### src/rtl/pio_pkg.sv
package pio_pkg;

   typedef enum logic [1:0] {
      SEL_A   = 2'b00,
      SEL_B   = 2'b01,
      SEL_C   = 2'b10,
      SEL_CTL = 2'b11
   } pio_sel_e;

   typedef struct packed {
      logic a_in;
      logic cu_in;
      logic b_in;
      logic cl_in;
   } pio_dir_t;

   localparam int CW_KIND   = 7;
   localparam int CW_DIR_A  = 4;
   localparam int CW_DIR_CU = 3;
   localparam int CW_DIR_B  = 1;
   localparam int CW_DIR_CL = 0;
   localparam int CW_RSV_HI = 6;
   localparam int CW_RSV_LO = 5;
   localparam int CW_RSV_M  = 2;
   localparam int CW_IDX_LO = 1;
   localparam int CW_IDX_W  = 3;
   localparam int CW_VAL    = 0;

   localparam pio_dir_t DIR_ALL_IN = '{a_in: 1'b1, cu_in: 1'b1, b_in: 1'b1, cl_in: 1'b1};

   function automatic logic mode_word_ok(input logic [7:0] cw);
      return cw[CW_KIND] && !cw[CW_RSV_HI] && !cw[CW_RSV_LO] && !cw[CW_RSV_M];
   endfunction

   function automatic pio_dir_t mode_to_dir(input logic [7:0] cw);
      pio_dir_t d;
      d.a_in  = cw[CW_DIR_A];
      d.cu_in = cw[CW_DIR_CU];
      d.b_in  = cw[CW_DIR_B];
      d.cl_in = cw[CW_DIR_CL];
      return d;
   endfunction

endpackage

### src/rtl/pio_bus_if.sv
module pio_bus_if
   import pio_pkg::*;
#(
   parameter int BUS_W = 8
) (
   input  logic             clk,
   input  logic             rst,
   input  logic             cs_n,
   input  logic             rd_n,
   input  logic             wr_n,
   input  logic [1:0]       addr,
   input  logic [BUS_W-1:0] wdata,
   output logic             commit,
   output pio_sel_e         cmt_sel,
   output logic [BUS_W-1:0] cmt_data,
   output logic             rd_active
);

   logic wr_lo_q;
   logic cap_cs_q;

   always_ff @(posedge clk) begin
      if (rst) begin
         wr_lo_q  <= 1'b0;
         cap_cs_q <= 1'b0;
         cmt_sel  <= SEL_A;
         cmt_data <= '0;
      end else begin
         wr_lo_q <= !wr_n;
         if (!wr_n) begin
            cap_cs_q <= !cs_n;
            cmt_sel  <= pio_sel_e'(addr);
            cmt_data <= wdata;
         end
      end
   end

   assign commit    = wr_lo_q && wr_n && cap_cs_q;
   assign rd_active = !cs_n && !rd_n;

   a_r7_single_commit: assert property (@(posedge clk) disable iff (rst)
      commit |=> !commit)
      else $error("R7: write committed on two consecutive edges");

endmodule

### src/rtl/pio_ctrl.sv
module pio_ctrl
   import pio_pkg::*;
#(
   parameter int BUS_W  = 8,
   parameter int PORT_W = 8
) (
   input  logic              clk,
   input  logic              rst,
   input  logic              commit,
   input  pio_sel_e          cmt_sel,
   input  logic [BUS_W-1:0]  cmt_data,
   output pio_dir_t          dir,
   output logic [PORT_W-1:0] lat_a,
   output logic [PORT_W-1:0] lat_b,
   output logic [PORT_W-1:0] lat_c
);

   localparam int IDX_MAX = 1 << CW_IDX_W;

   logic [7:0]          cw;
   logic [CW_IDX_W-1:0] bsr_idx;
   logic                bsr_val;
   logic                is_mode;
   logic                mode_ok;
   logic [PORT_W-1:0]   lat_c_bsr;
   logic [PORT_W-1:0]   port_wr;

   assign cw      = cmt_data[7:0];
   assign bsr_idx = cw[CW_IDX_LO +: CW_IDX_W];
   assign bsr_val = cw[CW_VAL];
   assign is_mode = cw[CW_KIND];
   assign mode_ok = mode_word_ok(cw);
   assign port_wr = cmt_data[PORT_W-1:0];

   generate
      for (genvar i = 0; i < PORT_W; i++) begin : g_bsr
         if (i < IDX_MAX) begin : g_sel
            assign lat_c_bsr[i] = (bsr_idx == CW_IDX_W'(i)) ? bsr_val : lat_c[i];
         end else begin : g_keep
            assign lat_c_bsr[i] = lat_c[i];
         end
      end
   endgenerate

   always_ff @(posedge clk) begin
      if (rst) begin
         dir   <= DIR_ALL_IN;
         lat_a <= '0;
         lat_b <= '0;
         lat_c <= '0;
      end else if (commit) begin
         unique case (cmt_sel)
            SEL_A: lat_a <= port_wr;
            SEL_B: lat_b <= port_wr;
            SEL_C: lat_c <= port_wr;
            SEL_CTL: begin
               if (is_mode) begin
                  if (mode_ok) begin
                     dir   <= mode_to_dir(cw);
                     lat_a <= '0;
                     lat_b <= '0;
                     lat_c <= '0;
                  end
               end else begin
                  lat_c <= lat_c_bsr;
               end
            end
         endcase
      end
   end

   a_r7_hold_without_commit: assert property (@(posedge clk) disable iff (rst)
      !commit |=> $stable(dir) && $stable(lat_a) && $stable(lat_b) && $stable(lat_c))
      else $error("R7: port state changed without a committed write");

   a_r5_mode_clears: assert property (@(posedge clk) disable iff (rst)
      (commit && cmt_sel == SEL_CTL && cw[CW_KIND] && !cw[CW_RSV_HI] && !cw[CW_RSV_LO] && !cw[CW_RSV_M])
      |=> (lat_a == '0 && lat_b == '0 && lat_c == '0))
      else $error("R5: latches not cleared by a mode word");

   a_r6_single_bit: assert property (@(posedge clk) disable iff (rst)
      (commit && cmt_sel == SEL_CTL && !cw[CW_KIND])
      |=> ($countones(lat_c ^ $past(lat_c)) <= 1 && $stable(lat_a) && $stable(lat_b)))
      else $error("R6: bit set/reset touched more than one bit");

   a_r4_bad_mode_ignored: assert property (@(posedge clk) disable iff (rst)
      (commit && cmt_sel == SEL_CTL && cw[CW_KIND] && (cw[CW_RSV_HI] || cw[CW_RSV_LO] || cw[CW_RSV_M]))
      |=> ($stable(dir) && $stable(lat_a) && $stable(lat_b) && $stable(lat_c)))
      else $error("R4: reserved mode word took effect");

endmodule

### src/rtl/pio_section.sv
module pio_section #(
   parameter int W        = 8,
   parameter int PIN_SYNC = 2
) (
   input  logic         clk,
   input  logic         rst,
   input  logic         is_input,
   input  logic [W-1:0] latch,
   input  logic [W-1:0] pin_in,
   output logic [W-1:0] pin_out,
   output logic [W-1:0] pin_oe,
   output logic [W-1:0] rd_val
);

   logic [W-1:0] pin_s;

   generate
      if (PIN_SYNC == 0) begin : g_raw
         assign pin_s = pin_in;
      end else begin : g_sync
         logic [PIN_SYNC-1:0][W-1:0] chain;
         always_ff @(posedge clk) begin
            chain[0] <= pin_in;
            for (int i = 1; i < PIN_SYNC; i++) chain[i] <= chain[i-1];
         end
         assign pin_s = chain[PIN_SYNC-1];
      end
   endgenerate

   assign pin_out = latch;
   assign pin_oe  = {W{!is_input}};
   assign rd_val  = is_input ? pin_s : latch;

   a_r1_inputs_after_reset: assert property (@(posedge clk) disable iff (rst)
      $fell(rst) |-> (pin_oe == '0 && pin_out == '0))
      else $error("R1: section driving or latch nonzero after reset");

endmodule

### src/rtl/pio24_ctrl.sv
module pio24_ctrl
   import pio_pkg::*;
#(
   parameter int BUS_W    = 8,
   parameter int PORT_W   = 8,
   parameter int PIN_SYNC = 2
) (
   input  logic              clk,
   input  logic              rst,
   input  logic              cs_n,
   input  logic              rd_n,
   input  logic              wr_n,
   input  logic [1:0]        addr,
   input  logic [BUS_W-1:0]  wdata,
   output logic [BUS_W-1:0]  rdata,
   output logic              rdata_oe,
   input  logic [PORT_W-1:0] pa_in,
   output logic [PORT_W-1:0] pa_out,
   output logic [PORT_W-1:0] pa_oe,
   input  logic [PORT_W-1:0] pb_in,
   output logic [PORT_W-1:0] pb_out,
   output logic [PORT_W-1:0] pb_oe,
   input  logic [PORT_W-1:0] pc_in,
   output logic [PORT_W-1:0] pc_out,
   output logic [PORT_W-1:0] pc_oe
);

   localparam int HALF = PORT_W / 2;

   generate
      if (BUS_W < 8)             begin : g_bad_bus  $error("BUS_W must hold a control word"); end
      if (PORT_W > BUS_W)        begin : g_bad_port $error("PORT_W must fit on the bus"); end
      if (PORT_W % 2 != 0)       begin : g_bad_half $error("PORT_W must split into two halves"); end
      if (PIN_SYNC < 0)          begin : g_bad_sync $error("PIN_SYNC must not be negative"); end
   endgenerate

   logic              commit;
   pio_sel_e          cmt_sel;
   logic [BUS_W-1:0]  cmt_data;
   logic              rd_active;
   pio_dir_t          dir;
   logic [PORT_W-1:0] lat_a, lat_b, lat_c;
   logic [PORT_W-1:0] rv_a, rv_b, rv_c;
   logic [BUS_W-1:0]  rd_mux;

   pio_bus_if #(.BUS_W(BUS_W)) u_bus (
      .clk(clk), .rst(rst), .cs_n(cs_n), .rd_n(rd_n), .wr_n(wr_n),
      .addr(addr), .wdata(wdata), .commit(commit), .cmt_sel(cmt_sel),
      .cmt_data(cmt_data), .rd_active(rd_active)
   );

   pio_ctrl #(.BUS_W(BUS_W), .PORT_W(PORT_W)) u_ctrl (
      .clk(clk), .rst(rst), .commit(commit), .cmt_sel(cmt_sel),
      .cmt_data(cmt_data), .dir(dir), .lat_a(lat_a), .lat_b(lat_b), .lat_c(lat_c)
   );

   pio_section #(.W(PORT_W), .PIN_SYNC(PIN_SYNC)) u_sec_a (
      .clk(clk), .rst(rst), .is_input(dir.a_in), .latch(lat_a), .pin_in(pa_in),
      .pin_out(pa_out), .pin_oe(pa_oe), .rd_val(rv_a)
   );

   pio_section #(.W(PORT_W), .PIN_SYNC(PIN_SYNC)) u_sec_b (
      .clk(clk), .rst(rst), .is_input(dir.b_in), .latch(lat_b), .pin_in(pb_in),
      .pin_out(pb_out), .pin_oe(pb_oe), .rd_val(rv_b)
   );

   pio_section #(.W(HALF), .PIN_SYNC(PIN_SYNC)) u_sec_cu (
      .clk(clk), .rst(rst), .is_input(dir.cu_in), .latch(lat_c[PORT_W-1:HALF]),
      .pin_in(pc_in[PORT_W-1:HALF]), .pin_out(pc_out[PORT_W-1:HALF]),
      .pin_oe(pc_oe[PORT_W-1:HALF]), .rd_val(rv_c[PORT_W-1:HALF])
   );

   pio_section #(.W(HALF), .PIN_SYNC(PIN_SYNC)) u_sec_cl (
      .clk(clk), .rst(rst), .is_input(dir.cl_in), .latch(lat_c[HALF-1:0]),
      .pin_in(pc_in[HALF-1:0]), .pin_out(pc_out[HALF-1:0]),
      .pin_oe(pc_oe[HALF-1:0]), .rd_val(rv_c[HALF-1:0])
   );

   always_comb begin
      rd_mux = '0;
      unique case (pio_sel_e'(addr))
         SEL_A:   rd_mux[PORT_W-1:0] = rv_a;
         SEL_B:   rd_mux[PORT_W-1:0] = rv_b;
         SEL_C:   rd_mux[PORT_W-1:0] = rv_c;
         SEL_CTL: rd_mux = '0;
      endcase
   end

   assign rdata_oe = rd_active;
   assign rdata    = rd_active ? rd_mux : '0;

   a_r3_dir_follows_mode: assert property (@(posedge clk) disable iff (rst)
      (commit && cmt_sel == SEL_CTL && mode_word_ok(cmt_data[7:0]))
      |=> (pa_oe == {PORT_W{!$past(cmt_data[CW_DIR_A])}} && pb_oe == {PORT_W{!$past(cmt_data[CW_DIR_B])}}))
      else $error("R3: port enables do not follow the mode word");

endmodule

### config.mk
export PLATFORM = sky130hd
export DESIGN_NAME = pio24_ctrl
export DESIGN_NICKNAME = d
export VERILOG_FILES = /design/src/rtl/pio_pkg.sv /design/src/rtl/pio_bus_if.sv /design/src/rtl/pio_ctrl.sv /design/src/rtl/pio_section.sv /design/src/rtl/pio24_ctrl.sv
export SDC_FILE = /design/constraint.sdc
export NUM_CORES = 1
export LEC_CHECK = 0
export BUFFER_PORTS_ARGS = -buffer_cell sky130_fd_sc_hd__buf_2
export CAP_MARGIN = 5
export CORE_MARGIN = 1.5
export CORE_UTILIZATION = 50
export DETAILED_ROUTE_END_ITERATION = 8
export PLACE_DENSITY = 0.78
export SLEW_MARGIN = 20
export SYNTH_ARGS = -nofsm -noshare
export SYNTH_HDL_FRONTEND = slang
export SYNTH_SLANG_ARGS = --single-unit
### constraint.sdc
create_clock -name clk -period 1.9 [get_ports clk]
set_input_delay 0.19 -clock clk [delete_from_list [all_inputs] [get_ports clk]]
set_output_delay 0.19 -clock clk [all_outputs]
set_load 0.03 [all_outputs]
* Word-level counts from Yosys, hierarchy flattened
Cells that the tools add are included.
** Storage, ports and cells
- Register bits :: 88
- Output and inout port bits :: 57
- Logic and storage cells :: 103
- Bits of input ports :: 39
** Operators by class
- Reductions and logical operators :: 33
- Eq/ne operators :: 24
- Muxes and demuxes :: 20
** Operators by type and width (number)
- $mux W8 :: 6
- $pmux W8 S2 :: 3
- $reduce_and A4 Y1 :: 11
- $pmux W8 S4 :: 1
- $ne A3 B2 Y1 const B :: 9
- $eq A3 B3 Y1 const B :: 4
- $logic_not A1 Y1 :: 10
- $eq A2 B2 Y1 const B :: 4
- $mux W1 :: 8
- $mux W4 :: 2
- $eq A3 B2 Y1 const B :: 2
- $logic_and A1 B1 Y1 :: 6
- $reduce_bool A2 Y1 :: 3
- $eq A2 B1 Y1 const B :: 2
- $logic_not A2 Y1 :: 2
- $eq A3 B1 Y1 const B :: 1
- $logic_not A3 Y1 :: 1
- $ne A2 B1 Y1 const B :: 1
- $ne A2 B2 Y1 const B :: 1

* Logic depth before layout (Yosys ltp)
- Depth after elaboration :: 7
- Depth in mapped cells :: 6
- Mapped depth without buffers :: 4

* Modules after synthesis
Synthesis repeated with hierarchy kept, for this count alone.
** Second synthesis, totals
- Cell total of the unflattened synthesis :: 334
- Area, all modules :: 3639.7 µm²
** Modules (own cells, without submodules)
- pio_ctrl :: times used 1, sequential area each 560.5 µm², area each 1263.7 µm², cells each 136
- pio_section at u_sec_a ... :: times used 2, sequential area each 320.3 µm², area each 568.0 µm², cells each 41
- pio_section at u_sec_cl ... :: times used 2, sequential area each 160.2 µm², area each 261.5 µm², cells each 20
- pio_bus_if :: times used 1, sequential area each 240.2 µm², area each 446.7 µm², cells each 41
- pio24_ctrl :: times used 1, sequential area each 0.0 µm², area each 270.3 µm², cells each 35

* Least setup slack after synthesis
Ideal clock, no wire load.
- Path kind :: flip-flop to flip-flop
- Start point :: register u_bus.cmt_data[2]
- End point :: register u_ctrl.lat_b[4]
- Data required time :: 1.835 ns
- Path slack :: 0.168 ns
- Clock period less this slack :: 1.732 ns
- Cell stages (with the launch flop) :: 6
- Arrival time :: 1.667 ns
- Path buffers :: 1
- Setup time :: 0.065 ns
- Cells stage by stage :: dfxtp_1 > buf_6 > or4b_4 > a21oi_4 > mux2_2 > nor2_1
** Between the ends
- Cells in the longest elaborated chain, start to end :: 4
** Ends and longest elaborated chain
- from (decl) :: RTL line pio_bus_if.sv:15 : output logic [BUS_W-1:0] cmt_data,
- from (signal assigned) :: RTL line pio_bus_if.sv:33 : cmt_data <= wdata;
- $logic_not A1 Y1 :: RTL line pio_pkg.sv:32 : return cw[CW_KIND] && !cw[CW_RSV_HI] && !cw[CW_RSV_LO] && !cw[CW_RSV_M];
- $logic_and A1 B1 Y1 :: RTL line pio_pkg.sv:32
- $ne A2 B1 Y1 (no line)
- $reduce_and A4 Y1 (no line)
- to (signal assigned) :: RTL line pio_ctrl.sv:54 : SEL_B: lat_b <= port_wr;
- to (decl) :: RTL line pio_ctrl.sv:14 : output logic [PORT_W-1:0] lat_b,
Every way passes these cells.
A chain may end at the register's enable or synchronous reset.

* Final worst setup path
- Start point :: register, netlist name u_ctrl.dir[3]
- End point :: output rdata[3]
** Between the ends
- Cells in the longest elaborated chain, start to end :: 3
** Ends and longest elaborated chain
- $mux W8 :: RTL line pio_section.sv:32 : assign rd_val = is_input ? pin_s : latch;
- $pmux W8 S4 :: RTL line pio24_ctrl.sv:81 : unique case (pio_sel_e'(addr))
- $mux W8 :: RTL line pio24_ctrl.sv:90 : assign rdata = rd_active ? rd_mux : '0;
- to (decl) :: RTL line pio24_ctrl.sv:15 : output logic [BUS_W-1:0] rdata,
Every way passes these cells.

==> reports/qor.txt <==
status: finished clean
overall power: 3.571 mW
Min-Delay Path Class: in2reg
mapped cell area: 0.003198 mm2
slowest stage cell, crit path: dfxtp_2
first-pass GRT wire length: 12.28 mm
number of placed instances, taps included: 446
number of buffers and inverters on the critical path: 2
Remaining Overflow, GRT: 0
Sink Count: 88
synth unique cells: 37
Max stage delay on crit path: 0.33 ns
CP arrival: 1.65 ns
fin. max-slew vios: 0
vias after detailed routing: 2559
Die ar.: 0.006885 mm2
VDD IR max: 0.0006417 V
sequential cell area: 0.001763 mm2
DPL Wire Length: 5.018 mm
min Tclk post-route: 1.838 ns
clk_lat worst skew: 0.36 ns
CTS tree: built
share of the synthesized area in the top cell type: 55.09%
Post-Syn Nets: 343
Post-Synthesis Cells: 304
Worst Path Required: 1.71 ns
DR WL/cell: 15.41 um
WL final: 7.458 mm
cell with the most instances after synthesis: dfxtp_1
EDFF count, synth: 0
Slew @ Worst Pin: 0.5074 ns
Combinational Power Share: 7.2%
endpoints failing setup: 0
synth warn: 0
sw frac: 21.69%
largest area contributor in the netlist: dfxtp_1
Async S/R FF share, synth: 0%
CP Launch Type: flip-flop
Leak Pwr: 2.029 nW
Final Hold Fails: 0
Die X: 82.98 um
gr usage total: 22.51%
share of cells above drive strength 1: 33.74%
Fmax: 544.0 MHz
# port buffers: 95
Final GP Congestion: 0.8294
Crit Path Max Fanout: 12
initial antenna violation count: 0
Flop pwr share: 54.6%
CTS Buf Count: 9
Top Family by Delay on Critical Path: compound AO/OA/AOI/OAI gates
setup_tns: 0 ns
Nets: 445
non-filler cells, final: 484
root buffer cell: clkbuf_8
Int Pwr: 2.796 mW
Setup Buffers After CTS: 0
Top Ports: 96
top cells by count, synth: 88 x dfxtp_1, 31 x mux2i_1, 25 x nor2_1, 20 x buf_4, 14 x clkbuf_1
Layout Area Growth over Synthesis: 28.13%
Fillers: 464
DRC Markers: 0
PwrDens: 871.5 mW/mm2
vias in the first global route: 2577
final period utilization: 96.75%
Row Count: 28
diode count: 0
Slew headroom: 66.05%
Main synth FF type: dfxtp_1
max-cap violations: 0
Starting DRT DRC Count: 191
Multi-input gate area: 0.001176 mm2
Starting Density: 52.77%
Clock Path Buffers: 2
Syn Area/Cell: 10.52 um2
register area share after synthesis: 55.09%
H-tree Lvls: 3
clk slew on worst S/H paths: 0.08 ns
Die H: 82.98 um
DR pass1 iterations: 5
Crit Path Category: reg2out
top cells by area, synth: dfxtp_1 55%, mux2i_1 9.7%, buf_4 4.7%
Crit. End Element: output pin
core area: 0.006061 mm2
largest net degree at the start of global routing: 21
Synth Register Bits: 88
Net Sw Power: 0.7747 mW
Clk network pwr share: 38.2%
vias per cell: 5.287
fin util: 67.61%
clock skew: 0.005747 ns
crit-path cells: buf_8 -> nor2b_1 -> a211oi_2 -> a211oi_1 -> o21a_1 -> buf_2
R2R Setup Slk: 0.11 ns
Routed Antenna Nets: 0
[cell usage in the layout, fill, tap and decap left out, types with 7 or more instances in the layout]
cell	netlist	final
nor2_1	25	25
mux2i_1	31	31
mux2_2	7	7
buf_4	20	10
dfxtp_1	88	87
buf_2	1	94
dlygate4sd3_1	0	24
a21oi_1	11	11
inv_1	13	13
a22o_1	8	8
nand2_1	13	13
o21ai_0	11	11
a311oi_1	7	7
clkbuf_8	0	10
[worst min-delay path: cells and delay by family]
kind | cells | cell delay, ns
mux | 1 | 0.05
buf+inv | 1 | 0.08
simple gates | 1 | 0.07
[layout make-up]
cell class | count | area share [%]
flip-flops and latches | 88 | 43.02
multi-input cells | 164 | 28.70
inverters | 13 | 1.191
repair buffers | 130 | 19.73
clock buffers | 10 | 3.359
clock inverters | 4 | 1.710
well taps | 75 | 2.290
[final timing paths]
kind / start / endpoint / depth (start not counted)
min reg2reg: u_sec_cu.g_sync.chain[0] / u_sec_cu.pin_s[0] / 0
max reg2reg: u_bus.cmt_data[5] / u_ctrl.lat_b[3] / 4
max: u_ctrl.dir[3] / rdata[3] / 6
min: wdata[0] / u_bus.cmt_data[0] / 3
[what timing repair did]
action | in CTS | in global routing
hold endpoints to repair | 24 | 0
setup endpoints to repair | 1 | 6
resized for setup | 0 | 8
hold buffers | 24 | 0
pin swaps | 1 | 1
gates cloned | 0 | 0
[metal layers]
metal  vias up  GRT usage, %  wire [um]
met5         -             0          0
met1      1189         29.62       3350
met3        13         4.771        573
met4         0         9.545        130
li1       1241             -          -
met2       116         35.85       3404
[registers in the layout, summed over array words and instances, names as in the netlist]
register               cells
u_bus.cap_cs_q             1
u_bus.cmt_data             8
u_bus.cmt_sel              2
u_bus.wr_lo_q              1
u_ctrl.dir                 4
u_ctrl.lat_a               8
u_ctrl.lat_b               8
u_ctrl.lat_c               8
u_sec_a.g_sync.chain       8
u_sec_a.pin_s              8
u_sec_b.g_sync.chain       8
u_sec_b.pin_s              8
u_sec_cl.g_sync.chain      4
u_sec_cl.pin_s             4
u_sec_cu.g_sync.chain      4
u_sec_cu.pin_s             4
[kinds of logic (layout without fill, tap and decap cells)]
| kind of cell | count (synthesis) | in the layout | share of synthesized area [%] |
|---|---|---|---|
| compound gates | 63 | 63 | 14.36 |
| buf+inv | 52 | 157 | 8.763 |
| mux | 38 | 38 | 12.17 |
| simple gates | 63 | 63 | 9.624 |
| flops | 88 | 88 | 55.09 |
[per-stage QoR]
| step | cell area, um2 | hold WS, ns | setup WS, ns |
|---|---|---|---|
| 2_1_floorplan | 3198 | 0.2177 | 0.1681 |
| 3_3_place_gp | 3618 | 0.2920 | 0.1862 |
| 5_1_grt | 4098 | 0.09145 | -0.001753 |
| 4_1_cts | 4066 | 0.06650 | 0.007063 |
| 3_5_place_dp | 3618 | 0.2936 | 0.1452 |
| 6_report | 4098 | 0.06508 | 0.06166 |
[power groups by stage]
stage	registers, mW	logic (mW)	clock network [mW]
floorplan	1.98	0.138	0
global placement	1.99	0.207	0
detailed placement	1.99	0.211	0
CTS	1.95	0.250	1.39
global route	1.96	0.278	1.47
finish	1.95	0.256	1.37
Note: power is estimated with default switching activity, not from simulation.
